**src/rtl/fbf_pkg.sv**
```systemverilog
package fbf_pkg;

   typedef enum logic [1:0] {
      FS_IDLE  = 2'd0,
      FS_LOAD  = 2'd1,
      FS_ISSUE = 2'd2,
      FS_DRAIN = 2'd3
   } fetch_state_e;

   // clamps a burst code to the largest supported log2 beat count
   function automatic int unsigned beat_log(input int unsigned code,
                                            input int unsigned max_log);
      return (code > max_log) ? max_log : code;
   endfunction

endpackage

```
**src/rtl/fbf_pix_fifo.sv**
```systemverilog
module fbf_pix_fifo #(
   parameter int unsigned DW    = 32,
   parameter int unsigned DEPTH = 32,
   parameter int unsigned TW    = 3,
   parameter int unsigned PW    = $clog2(DEPTH),
   parameter int unsigned CW    = PW + 1
) (
   input  logic          clk,
   input  logic          rst_n,
   input  logic          push,
   input  logic [DW-1:0] push_data,
   input  logic          out_ready,
   input  logic [TW-1:0] thr_code,
   output logic          out_valid,
   output logic [DW-1:0] out_data,
   output logic [CW-1:0] fill,
   output logic          underflow
);

   generate
      if ((1 << PW) != DEPTH) begin : g_bad_depth
         $error("fbf_pix_fifo: DEPTH must be a power of two");
      end
      if (PW < 1) begin : g_bad_small
         $error("fbf_pix_fifo: DEPTH must be at least 2");
      end
   endgenerate

   logic [DW-1:0] mem_q [DEPTH];
   logic [PW-1:0] wr_q, rd_q;
   logic [CW-1:0] fill_q, level;
   logic          armed_q, live, pop, uf_now, uf_q;

   // fill level that opens the output gate
   always_comb begin
      level = CW'(DEPTH);
      if (32'(thr_code) < PW) level = CW'(1) << thr_code;
   end

   assign live      = armed_q || (fill_q >= level);
   assign out_valid = live && (fill_q != '0);
   assign out_data  = mem_q[rd_q];
   assign pop       = out_valid && out_ready;
   assign uf_now    = armed_q && out_ready && (fill_q == '0);
   assign fill      = fill_q;
   assign underflow = uf_q;

   always_ff @(posedge clk) begin
      if (push) mem_q[wr_q] <= push_data;
   end

   always_ff @(posedge clk) begin
      if (!rst_n) begin
         wr_q    <= '0;
         rd_q    <= '0;
         fill_q  <= '0;
         armed_q <= 1'b0;
         uf_q    <= 1'b0;
      end else begin
         if (push) wr_q <= wr_q + PW'(1);
         if (pop)  rd_q <= rd_q + PW'(1);
         case ({push, pop})
            2'b10:   fill_q <= fill_q + CW'(1);
            2'b01:   fill_q <= fill_q - CW'(1);
            default: fill_q <= fill_q;
         endcase
         armed_q <= uf_now ? 1'b0 : live;
         uf_q    <= uf_now;
      end
   end

   assert_no_overflow_R8: assert property (@(posedge clk) disable iff (!rst_n)
      push |-> ((fill_q != CW'(DEPTH)) || pop));

   assert_uf_disarms_R11: assert property (@(posedge clk) disable iff (!rst_n)
      uf_q |-> !armed_q);

endmodule

```
**src/rtl/fbf_fetch_seq.sv**
```systemverilog
module fbf_fetch_seq
   import fbf_pkg::*;
#(
   parameter int unsigned AW          = 32,
   parameter int unsigned BW          = 3,
   parameter int unsigned MAX_LOG2    = 4,
   parameter int unsigned LENW        = MAX_LOG2 + 1,
   parameter int unsigned CW          = 6,
   parameter int unsigned CREDIT_FULL = 0
) (
   input  logic            clk,
   input  logic            rst_n,
   input  logic            enable,
   input  logic            dual,
   input  logic [BW-1:0]   burst_code,
   input  logic [AW-1:0]   base0,
   input  logic [AW-1:0]   ceil0,
   input  logic [AW-1:0]   base1,
   input  logic [AW-1:0]   ceil1,
   input  logic [CW-1:0]   credit_free,
   input  logic            inflight_zero,
   output logic            req_valid,
   input  logic            req_ready,
   output logic [AW-1:0]   req_addr,
   output logic [LENW-1:0] req_len,
   output logic [1:0]      eof
);

   generate
      if ((1 << BW) <= MAX_LOG2) begin : g_bad_bw
         $error("fbf_fetch_seq: burst code too narrow for MAX_LOG2");
      end
      if (AW < 8) begin : g_bad_aw
         $error("fbf_fetch_seq: address width too small");
      end
   endgenerate

   fetch_state_e    st_q;
   logic [AW-1:0]   addr_q, ceil_q, words_left, burst_w, len_w;
   logic            cur_q, sel_q, sel_pick, hs;
   logic [1:0]      eof_q;
   logic [LENW-1:0] need;

   assign words_left = (ceil_q - addr_q + AW'(1)) >> 2;
   assign burst_w    = AW'(1) << beat_log(32'(burst_code), MAX_LOG2);
   assign len_w      = (words_left < burst_w) ? words_left : burst_w;
   assign req_len    = LENW'(len_w);
   assign req_addr   = addr_q;
   assign sel_pick   = dual ? cur_q : 1'b0;

   // credit policy variant: reserve the shortened burst or always a full one
   generate
      if (CREDIT_FULL != 0) begin : g_credit_full
         assign need = LENW'(burst_w);
      end else begin : g_credit_exact
         assign need = req_len;
      end
   endgenerate

   assign req_valid = (st_q == FS_ISSUE) && (32'(credit_free) >= 32'(need));
   assign hs        = req_valid && req_ready;
   assign eof       = eof_q;

   always_ff @(posedge clk) begin
      if (!rst_n) begin
         st_q   <= FS_IDLE;
         addr_q <= '0;
         ceil_q <= '0;
         cur_q  <= 1'b0;
         sel_q  <= 1'b0;
         eof_q  <= '0;
      end else begin
         eof_q <= '0;
         case (st_q)
            FS_IDLE: begin
               if (enable) st_q <= FS_LOAD;
            end
            FS_LOAD: begin
               sel_q  <= sel_pick;
               addr_q <= sel_pick ? base1 : base0;
               ceil_q <= sel_pick ? ceil1 : ceil0;
               st_q   <= FS_ISSUE;
            end
            FS_ISSUE: begin
               if (hs) begin
                  addr_q <= addr_q + (len_w << 2);
                  if (len_w == words_left) st_q <= FS_DRAIN;
               end
            end
            FS_DRAIN: begin
               if (inflight_zero) begin
                  eof_q <= sel_q ? 2'b10 : 2'b01;
                  cur_q <= dual ? ~sel_q : 1'b0;
                  st_q  <= enable ? FS_LOAD : FS_IDLE;
               end
            end
            default: st_q <= FS_IDLE;
         endcase
      end
   end

   assert_req_hold_R2: assert property (@(posedge clk) disable iff (!rst_n)
      (req_valid && !req_ready) |=> (req_valid && $stable(req_addr) && $stable(req_len)));

   assert_end_at_ceiling_R4: assert property (@(posedge clk) disable iff (!rst_n)
      (st_q == FS_DRAIN && $past(st_q) == FS_ISSUE) |-> (addr_q == ceil_q + AW'(1)));

   assert_eof_after_drain_R6: assert property (@(posedge clk) disable iff (!rst_n)
      (|eof_q) |-> ($past(st_q) == FS_DRAIN && $past(inflight_zero)));

   assert_single_buf0_R5: assert property (@(posedge clk) disable iff (!rst_n)
      (st_q == FS_ISSUE && $past(st_q) == FS_LOAD && !$past(dual)) |-> !sel_q);

endmodule

```
**src/rtl/pingpong_fb_fetch.sv**
```systemverilog
module pingpong_fb_fetch #(
   parameter int unsigned AW          = 32,
   parameter int unsigned DW          = 32,
   parameter int unsigned DEPTH       = 32,
   parameter int unsigned MAX_LOG2    = 4,
   parameter int unsigned CREDIT_FULL = 0,
   parameter int unsigned LENW        = MAX_LOG2 + 1
) (
   input  logic            clk,
   input  logic            rst_n,
   input  logic            fetch_en,
   input  logic            dual_mode,
   input  logic [2:0]      burst_code,
   input  logic [2:0]      ready_thr,
   input  logic [AW-1:0]   fb0_base,
   input  logic [AW-1:0]   fb0_ceil,
   input  logic [AW-1:0]   fb1_base,
   input  logic [AW-1:0]   fb1_ceil,
   output logic            mrd_valid,
   input  logic            mrd_ready,
   output logic [AW-1:0]   mrd_addr,
   output logic [LENW-1:0] mrd_beats,
   input  logic            mresp_valid,
   input  logic [DW-1:0]   mresp_data,
   output logic            pix_valid,
   input  logic            pix_ready,
   output logic [DW-1:0]   pix_data,
   output logic [1:0]      eof_evt,
   output logic            underflow_evt
);

   localparam int unsigned PW = $clog2(DEPTH);
   localparam int unsigned CW = PW + 1;

   generate
      if (DEPTH < (1 << MAX_LOG2)) begin : g_bad_fit
         $error("pingpong_fb_fetch: FIFO smaller than the largest burst");
      end
      if (LENW > CW) begin : g_bad_lenw
         $error("pingpong_fb_fetch: beat count wider than credit counter");
      end
   endgenerate

   logic [CW-1:0] pending_q, fill, credit_free;
   logic          hs;

   assign hs          = mrd_valid && mrd_ready;
   assign credit_free = CW'(DEPTH) - fill - pending_q;

   // beats requested but not yet returned
   always_ff @(posedge clk) begin
      if (!rst_n) pending_q <= '0;
      else        pending_q <= pending_q + (hs ? CW'(mrd_beats) : '0)
                                         - (mresp_valid ? CW'(1) : '0);
   end

   fbf_fetch_seq #(
      .AW(AW), .BW(3), .MAX_LOG2(MAX_LOG2), .LENW(LENW),
      .CW(CW), .CREDIT_FULL(CREDIT_FULL)
   ) u_seq (
      .clk          (clk),
      .rst_n        (rst_n),
      .enable       (fetch_en),
      .dual         (dual_mode),
      .burst_code   (burst_code),
      .base0        (fb0_base),
      .ceil0        (fb0_ceil),
      .base1        (fb1_base),
      .ceil1        (fb1_ceil),
      .credit_free  (credit_free),
      .inflight_zero(pending_q == '0),
      .req_valid    (mrd_valid),
      .req_ready    (mrd_ready),
      .req_addr     (mrd_addr),
      .req_len      (mrd_beats),
      .eof          (eof_evt)
   );

   fbf_pix_fifo #(
      .DW(DW), .DEPTH(DEPTH), .TW(3), .PW(PW), .CW(CW)
   ) u_fifo (
      .clk      (clk),
      .rst_n    (rst_n),
      .push     (mresp_valid),
      .push_data(mresp_data),
      .out_ready(pix_ready),
      .thr_code (ready_thr),
      .out_valid(pix_valid),
      .out_data (pix_data),
      .fill     (fill),
      .underflow(underflow_evt)
   );

   assert_credit_bound_R8: assert property (@(posedge clk) disable iff (!rst_n)
      (32'(fill) + 32'(pending_q)) <= 32'(DEPTH));

   assert_resp_expected_R9: assert property (@(posedge clk) disable iff (!rst_n)
      mresp_valid |-> (pending_q != '0));

endmodule

```
**config.mk**
```make
export PLATFORM = sky130hd
export DESIGN_NAME = pingpong_fb_fetch
export DESIGN_NICKNAME = d
export VERILOG_FILES = /design/src/rtl/fbf_pkg.sv /design/src/rtl/fbf_pix_fifo.sv /design/src/rtl/fbf_fetch_seq.sv /design/src/rtl/pingpong_fb_fetch.sv
export SDC_FILE = /design/constraint.sdc
export NUM_CORES = 1
export LEC_CHECK = 0
export ABC_AREA = 1
export BUFFER_PORTS_ARGS = -buffer_cell sky130_fd_sc_hd__buf_2
export CORE_ASPECT_RATIO = 1.2
export CORE_MARGIN = 3
export CORE_UTILIZATION = 30
export CTS_BUF_LIST = sky130_fd_sc_hd__clkbuf_8
export CTS_CLUSTER_SIZE = 12
export DETAILED_ROUTE_END_ITERATION = 12
export PLACE_DENSITY = 0.49
export SLEW_MARGIN = 20
export SYNTH_ARGS = -nofsm -noshare
export SYNTH_HDL_FRONTEND = slang
export SYNTH_HIERARCHICAL = 1
export SYNTH_SLANG_ARGS = --single-unit
```
**constraint.sdc**
```tcl
create_clock -name clk -period 16.4 [get_ports clk]
set_input_delay 0.82 -clock clk [delete_from_list [all_inputs] [get_ports clk]]
set_output_delay 0.82 -clock clk [all_outputs]
set_load 0.005 [all_outputs]
```
## Yosys cells after proc, flatten, opt, wreduce, memory -nomap -nowiden

Memories as Yosys holds them, arrays and structs flattened. A register that Yosys moved wholly into a read port is not among the register bits.
Index checks and enable logic that the tools add are counted.

| cells by class | value |
|---|---|
| $add $sub $neg | 11 |
| order comparisons | 5 |
| eq/ne operators | 10 |
| shift-type cells | 2 |
| mux-type cells | 23 |
| bitwise operators | 2 |
| reduce and logical (&&, ||, !) cells | 18 |

Operators by type and width:

| operator | number |
|---|---|
| 32-bit two-way mux | 4 |
| 32-bit case mux with 2 select lines | 1 |
| 32-bit by 1-bit adder with 32-bit output (second input constant) | 1 |
| 32-bit adder | 1 |
| 32-bit by 30-bit == test with 1-bit output | 1 |
| 30-bit by 32-bit < comparator with 1-bit output | 1 |
| 1-bit by 32-bit left shift with 32-bit output (first input constant) | 1 |
| 32-bit subtractor | 1 |
| 5-bit two-way mux | 3 |
| 6-bit zero test | 2 |
| 6-bit case mux with 2 select lines | 1 |
| 5-bit by 1-bit adder with 5-bit output (second input constant) | 2 |
| 2-bit two-way mux | 5 |
| 2-bit case mux with 4 select lines | 1 |
| 6-bit by 1-bit adder with 6-bit output (second input constant) | 1 |
| 6-bit by 5-bit adder with 6-bit output | 1 |
| 2-bit == test (second input constant) | 3 |
| 6-bit by 5-bit >= comparator with 1-bit output | 1 |
| 6-bit >= comparator | 1 |
| 1-bit logical AND | 6 |
| 1-bit two-way mux | 6 |
| 6-bit two-way mux | 1 |
| 2-bit != test (second input constant) | 3 |
| 6-bit nonzero test | 1 |
| 18 further kinds | 22 |

| word-level totals | value |
|---|---|
| register bits after elaboration | 94 |
| memory bits (writable) | 1024 |
| bits of input ports | 173 |
| output and inout bits | 74 |
| memories | 1 |

Memory list:

| memory | depth | width | rd ports | clocked after memory_dff | wr ports | RTL line | text |
|---|---|---|---|---|---|---|---|
| u_fifo.mem_q | 32 | 32 | 1 | 1 | 1 | fbf_pix_fifo.sv:29 | `logic [DW-1:0] mem_q [DEPTH];` |

## Longest topological paths before layout

| logic depth | value |
|---|---|
| depth in word-level cells | 11 |
| mapped depth | 44 |
| depth with buffers taken out | 44 |

## Hierarchy

The synthesis kept the hierarchy.

Modules (own cells, without submodules):

| module | instances | cells each | area an instance (µm²) | seq. area each (µm²) |
|---|---|---|---|---|
| fbf_pix_fifo | 1 | 3684 | 42921.2 | 31209.9 |
| fbf_fetch_seq | 1 | 1419 | 8313.0 | 1401.3 |
| pingpong_fb_fetch | 1 | 109 | 749.5 | 120.1 |

## Worst setup path after synthesis

OpenSTA, ideal clock, no wires.

| path | value |
|---|---|
| kind | register to register |
| start | register u_seq.addr_q[3] (netlist: u_seq/req_addr[3]) |
| end | register pending_q[4] |
| setup time | 0.113 ns |
| data arrival time | 5.380 ns |
| data required time | 16.287 ns |
| setup slack | 10.907 ns |
| stages on the path, launching flop included | 41 |
| buffers on the path | 0 |
| period minus slack after synthesis | 5.493 ns |
| cell sequence | dfxtp_1 > inv_1 > ha_1 > ha_1 > nand2_1 > inv_1 > nand3_2 > nand2_4 > nand2_1 > nand2_2 > xor2_1 > ha_1 > a21o_1 > a21oi_1 > o21ai_0 > nor2_2 > nand3_2 > inv_1 > [... 5 more ...] > o21bai_1 > a21oi_1 > o21ai_0 > nand2_1 > inv_1 > nand2_1 > inv_1 > nand2_1 > ha_1 > inv_1 > ha_1 > fa_1 > nand2_1 > nand2_1 > a21oi_1 > nand2_1 > nand2_1 > nor2_1 |

| on the way | value |
|---|---|
| word-level cells in the longest chain between the ends | 10 |

Ends and longest elaborated chain:

| element | RTL line | text |
|---|---|---|
| from (decl) | fbf_fetch_seq.sv:39 | `logic [AW-1:0] addr_q, ceil_q, words_left, burst_w, len_w;` |
| from (signal assigned) | fbf_fetch_seq.sv:80 | `addr_q <= sel_pick ? base1 : base0;` |
| from (signal assigned) | fbf_fetch_seq.sv:86 | `addr_q <= addr_q + (len_w << 2);` |
| 32-bit subtractor | fbf_fetch_seq.sv:44 | `assign words_left = (ceil_q - addr_q + AW'(1)) >> 2;` |
| 32-bit by 1-bit adder with 32-bit output | fbf_fetch_seq.sv:44 |  |
| 30-bit by 32-bit < comparator with 1-bit output | fbf_fetch_seq.sv:46 | `assign len_w = (words_left < burst_w) ? words_left : burst_w;` |
| 32-bit two-way mux | fbf_fetch_seq.sv:46 |  |
| net mrd_beats[0] | pingpong_fb_fetch.sv:22 | `output logic [LENW-1:0] mrd_beats,` |
| 6-bit by 5-bit >= comparator with 1-bit output | fbf_fetch_seq.sv:60 | `assign req_valid = (st_q == FS_ISSUE) && (32'(credit_free) >= 32'(need));` |
| 1-bit logical AND | fbf_fetch_seq.sv:60 |  |
| net mrd_valid | pingpong_fb_fetch.sv:19 | `output logic mrd_valid,` |
| 1-bit logical AND | pingpong_fb_fetch.sv:47 | `assign hs = mrd_valid && mrd_ready;` |
| 5-bit two-way mux | pingpong_fb_fetch.sv:53 | `else pending_q <= pending_q + (hs ? CW'(mrd_beats) : '0)` |
| 6-bit by 5-bit adder with 6-bit output | pingpong_fb_fetch.sv:53 |  |
| 6-bit by 1-bit subtractor with 6-bit output | pingpong_fb_fetch.sv:54 | `- (mresp_valid ? CW'(1) : '0);` |
| to (signal assigned) | pingpong_fb_fetch.sv:53 |  |
| to (decl) | pingpong_fb_fetch.sv:44 | `logic [CW-1:0] pending_q, fill, credit_free;` |

The timed path passes the listed nets, and every way through them passes these cells.
A chain may end at the register's enable or synchronous reset.

## Worst setup path in the final report

| path | value |
|---|---|
| start | register u_seq.addr_q[2] (netlist: u_seq/req_addr[2]) |
| end | register u_seq.addr_q[15] (netlist: u_seq/req_addr[15]) |

| on the way | value |
|---|---|
| word-level cells in the longest chain between the ends | 9 |

Ends and longest elaborated chain:

| element |
|---|
| parallel branches: the longest is 9 deep, another holds 32-bit subtractor |

Several ways; the timed one is not identified. The select of a mux whose other input is x is not followed.

==> results by group <==
Pwr
  – Switch share: 40.1%
  – Clock power share: 25.3%
  – LEAKAGE: 0.0233 uW
  – PwrDens: 152 mW/mm^2
  – Comb power frac: 37.5%
  – Power Internal: 5350 uW
  – Max IR drop VDD: 0.0000968 V
  – Switching power: 3580 uW
  – Sequential share of power: 37.2%

STA
  – Final Cycle Share: 43.4%
  – Worst-Margin Slew: 1.13 ns
  – Normalized max-slew margin: 24.5%
  – Fmax: 141 MHz
  – Setup TNS: 0 ns
  – Final setup margin: 9.29 ns
  – Setup-failing EPs final: 0
  – Pins Over Slew Limit: 0
  – Fin Clk Skew: 0.0676 ns
  – Final Hold Vio Count: 0
  – Period minus WS final: 7.11 ns
  – Unrepaired setup endpoints after global routing: no

Critical path
  – CP Data Required Time: 17.23 ns
  – Buf/Inv on CP: 2
  – Worst path top cell family by delay: compound AO/OA/AOI/OAI gates
  – CP endpoint kind: register
  – Peak fanout along the critical path: 37
  – Slowest stage delay, CP: 1.13 ns
  – R2R setup slack: 9.29 ns
  – CP max-delay cell: clkinv_1
  – Crit start category: register
  – Setup CP Type: register to register
  – Critical Path AT: 7.94 ns

Detailed routing
  – Avg Vias per Cell: 4.80
  – DR WL/cell: 20.3 um
  – DR DRC count: 0
  – Initial DRC Count: 2464
  – DRT Pass-1 Iters: 5
  – Total Routed Length: 160000 um
  – DR vias: 37800
  – ANT nets after route: 0

Floorplan
  – Die Span X: 386 um
  – # rows: 166
  – Vert. Die Dim: 462 um
  – Core Area: 0.171 mm^2
  – Die footprint: 0.178 mm^2
  – Num ports: 247
  – Initial Utilization: 30.3%

Logic synthesis
  – Post-synthesis cell type count: 52
  – Ys async rst share: 0%
  – Top FF cell, synth: edfxtp_1
  – Mapped cell area: 0.0520 mm^2
  – Syn Inst Count: 5212
  – Ys Warns: 6
  – Register area share after synthesis: 63.0%
  – Mean Syn Cell Area: 9.97 um^2
  – Synth area leader: edfxtp_1
  – Post-synth EDFFs: 1024
  – Largest cells by area after synthesis: edfxtp_1 59%, nand2_1 14%, nand3_1 8.0%
  – Top-area cell type share of the netlist area: 59.2%
  – #FFs+latches synth: 1123

Hold path
  – Worst min path class: input pin to register

CTS
  – # resized after CTS: 0
  – Clk_lat worst skew: 0.93 ns
  – # clock sinks: 1123
  – Root Buffer: clkbuf_8
  – # hold bufs at CTS: 0
  – TritonCTS Buffers: 187
  – H-tree Lvls: 4
  – CTS Buffer Depth: 3
  – Post CTS Setup Buffer Count: 0
  – TritonCTS clock tree: yes
  – Worst-path clk slew: 0.07 ns

Global routing
  – Largest net degree at the start of global routing: 181
  – Vias in the first global route: 36400
  – Total grt overflow: 0
  – Initial antenna violation count: 22
  – Global-route usage over all layers: 17.6%
  – Global-route wire length before repair: 234000 um

Layout
  – Post-layout net count: 5789
  – Share of cells above drive strength 1: 10.9%
  – Most frequent cells in the layout: 1875 x nand2_1, 1024 x edfxtp_1, 828 x nand3_1
  – Area Growth Syn to Fin: 12.9%
  – Leading cell type in the layout, fill and taps excluded: nand2_1
  – Fillcell total: 17500

Placed design
  – Buffers on Ports: 246
  – Routability Congestion: 0.884
  – Pre-CTS setup slack: 9.26 ns
  – DP Wirelength: 92700 um

Outcome
  – Status: completed

Job
  – Maxcap violations: 0
-- layout make-up --
| cell class | instances | area [um^2] | share of cell area (%) |
|---|---|---|---|
| sequential | 1123 | 32700 | 55.8 |
| timing repair buffer | 306 | 1710 | 2.91 |
| tap | 2268 | 2840 | 4.84 |
| multi-input combinational | 3563 | 16900 | 28.8 |
| inverter | 289 | 1110 | 1.90 |
| clock buffer | 188 | 2590 | 4.41 |
| clock inverter | 136 | 736 | 1.25 |
| antenna | 9 | 22.5 | 0.0384 |
-- power groups by stage --
stage | registers (uW) | clock network [uW] | logic [uW]
2_1_floorplan | 3310 | 0 | 2520
3_3_place_gp | 3380 | 0 | 3340
3_5_place_dp | 3380 | 0 | 3350
4_1_cts | 3320 | 2340 | 3370
5_1_grt | 3330 | 2460 | 3810
6_report | 3320 | 2260 | 3350
-- final timing paths --
kind	end	depth (start not counted)	from
worst max register to register	u_seq/req_addr[15]	26	u_seq/req_addr[2]
worst min register to register	u_seq/eof[0]	1	u_seq/sel_q
worst min-delay path	u_seq/cur_q	3	dual_mode
worst max-delay path	u_seq/req_addr[15]	26	u_seq/req_addr[2]
-- per-stage QoR --
stage               std cells  area (um^2)  hold WS (ns)  total power, uW  util [%]
finish                   7882        58700         0.217             8930      34.2
global route             7879        58700         0.194             9600      34.2
CTS                      7873        58600        0.0843             9030      34.2
detailed placement       7549        55300         0.444             6730      32.3
global placement         7549        55300         0.447             6710      32.3
floorplan                5234        52100         0.417             5830         -
-- worst reg2reg max path: cells and delay by family, from the launching register on --
kind / cells / cell delay, ns
compound gates: 10 / 2.01
simple gates: 9 / 1.65
fa+ha+maj: 4 / 1.47
buf+inv: 2 / 1.20
flops: 1 / 0.38
xor+xnor: 1 / 0.33
-- state kept, by name, summed over array words and instances (netlist names), named ones only --
signal and flops:
u_seq/ceil_q 32, u_fifo/armed_q 1, pending_q 6, u_seq/sel_q 1, u_seq/req_addr 32, u_fifo/fill 6, u_fifo/wr_q 5, u_fifo/mem_q 1024
u_fifo/underflow 1, u_seq/st_q 2, u_seq/eof 2, u_seq/cur_q 1, u_fifo/rd_q 5
-- cell families after synthesis --
| group | synth area share [%] |
|---|---|
| adder cells (fa/ha/maj) | 3.59 |
| XOR/XNOR | 0.556 |
| flip-flops | 63.0 |
| other | 0.0144 |
| AND/OR/NAND/NOR | 24.5 |
| buffers and inverters | 5.12 |
| AO/OA/AOI/OAI | 3.24 |
-- metal layers --
layer  track usage, %  routed length [um]
met2             31.9               82200
met4             5.76                4170
met1             21.1               65300
met5                0                  24
met3             2.83                8240
-- synth_stat cells, drive strengths merged (15+ instances only) --
cell type  instances
buf              205
o21ai            134
nand2           1887
a21oi            132
nand3            838
edfxtp          1024
dfxtp             99
xor2              23
ha               141
a31oi             15
inv              284
nor2             271
nand4             21
clkbuf            54
No activity file was read; power rests on OpenSTA's default activity.
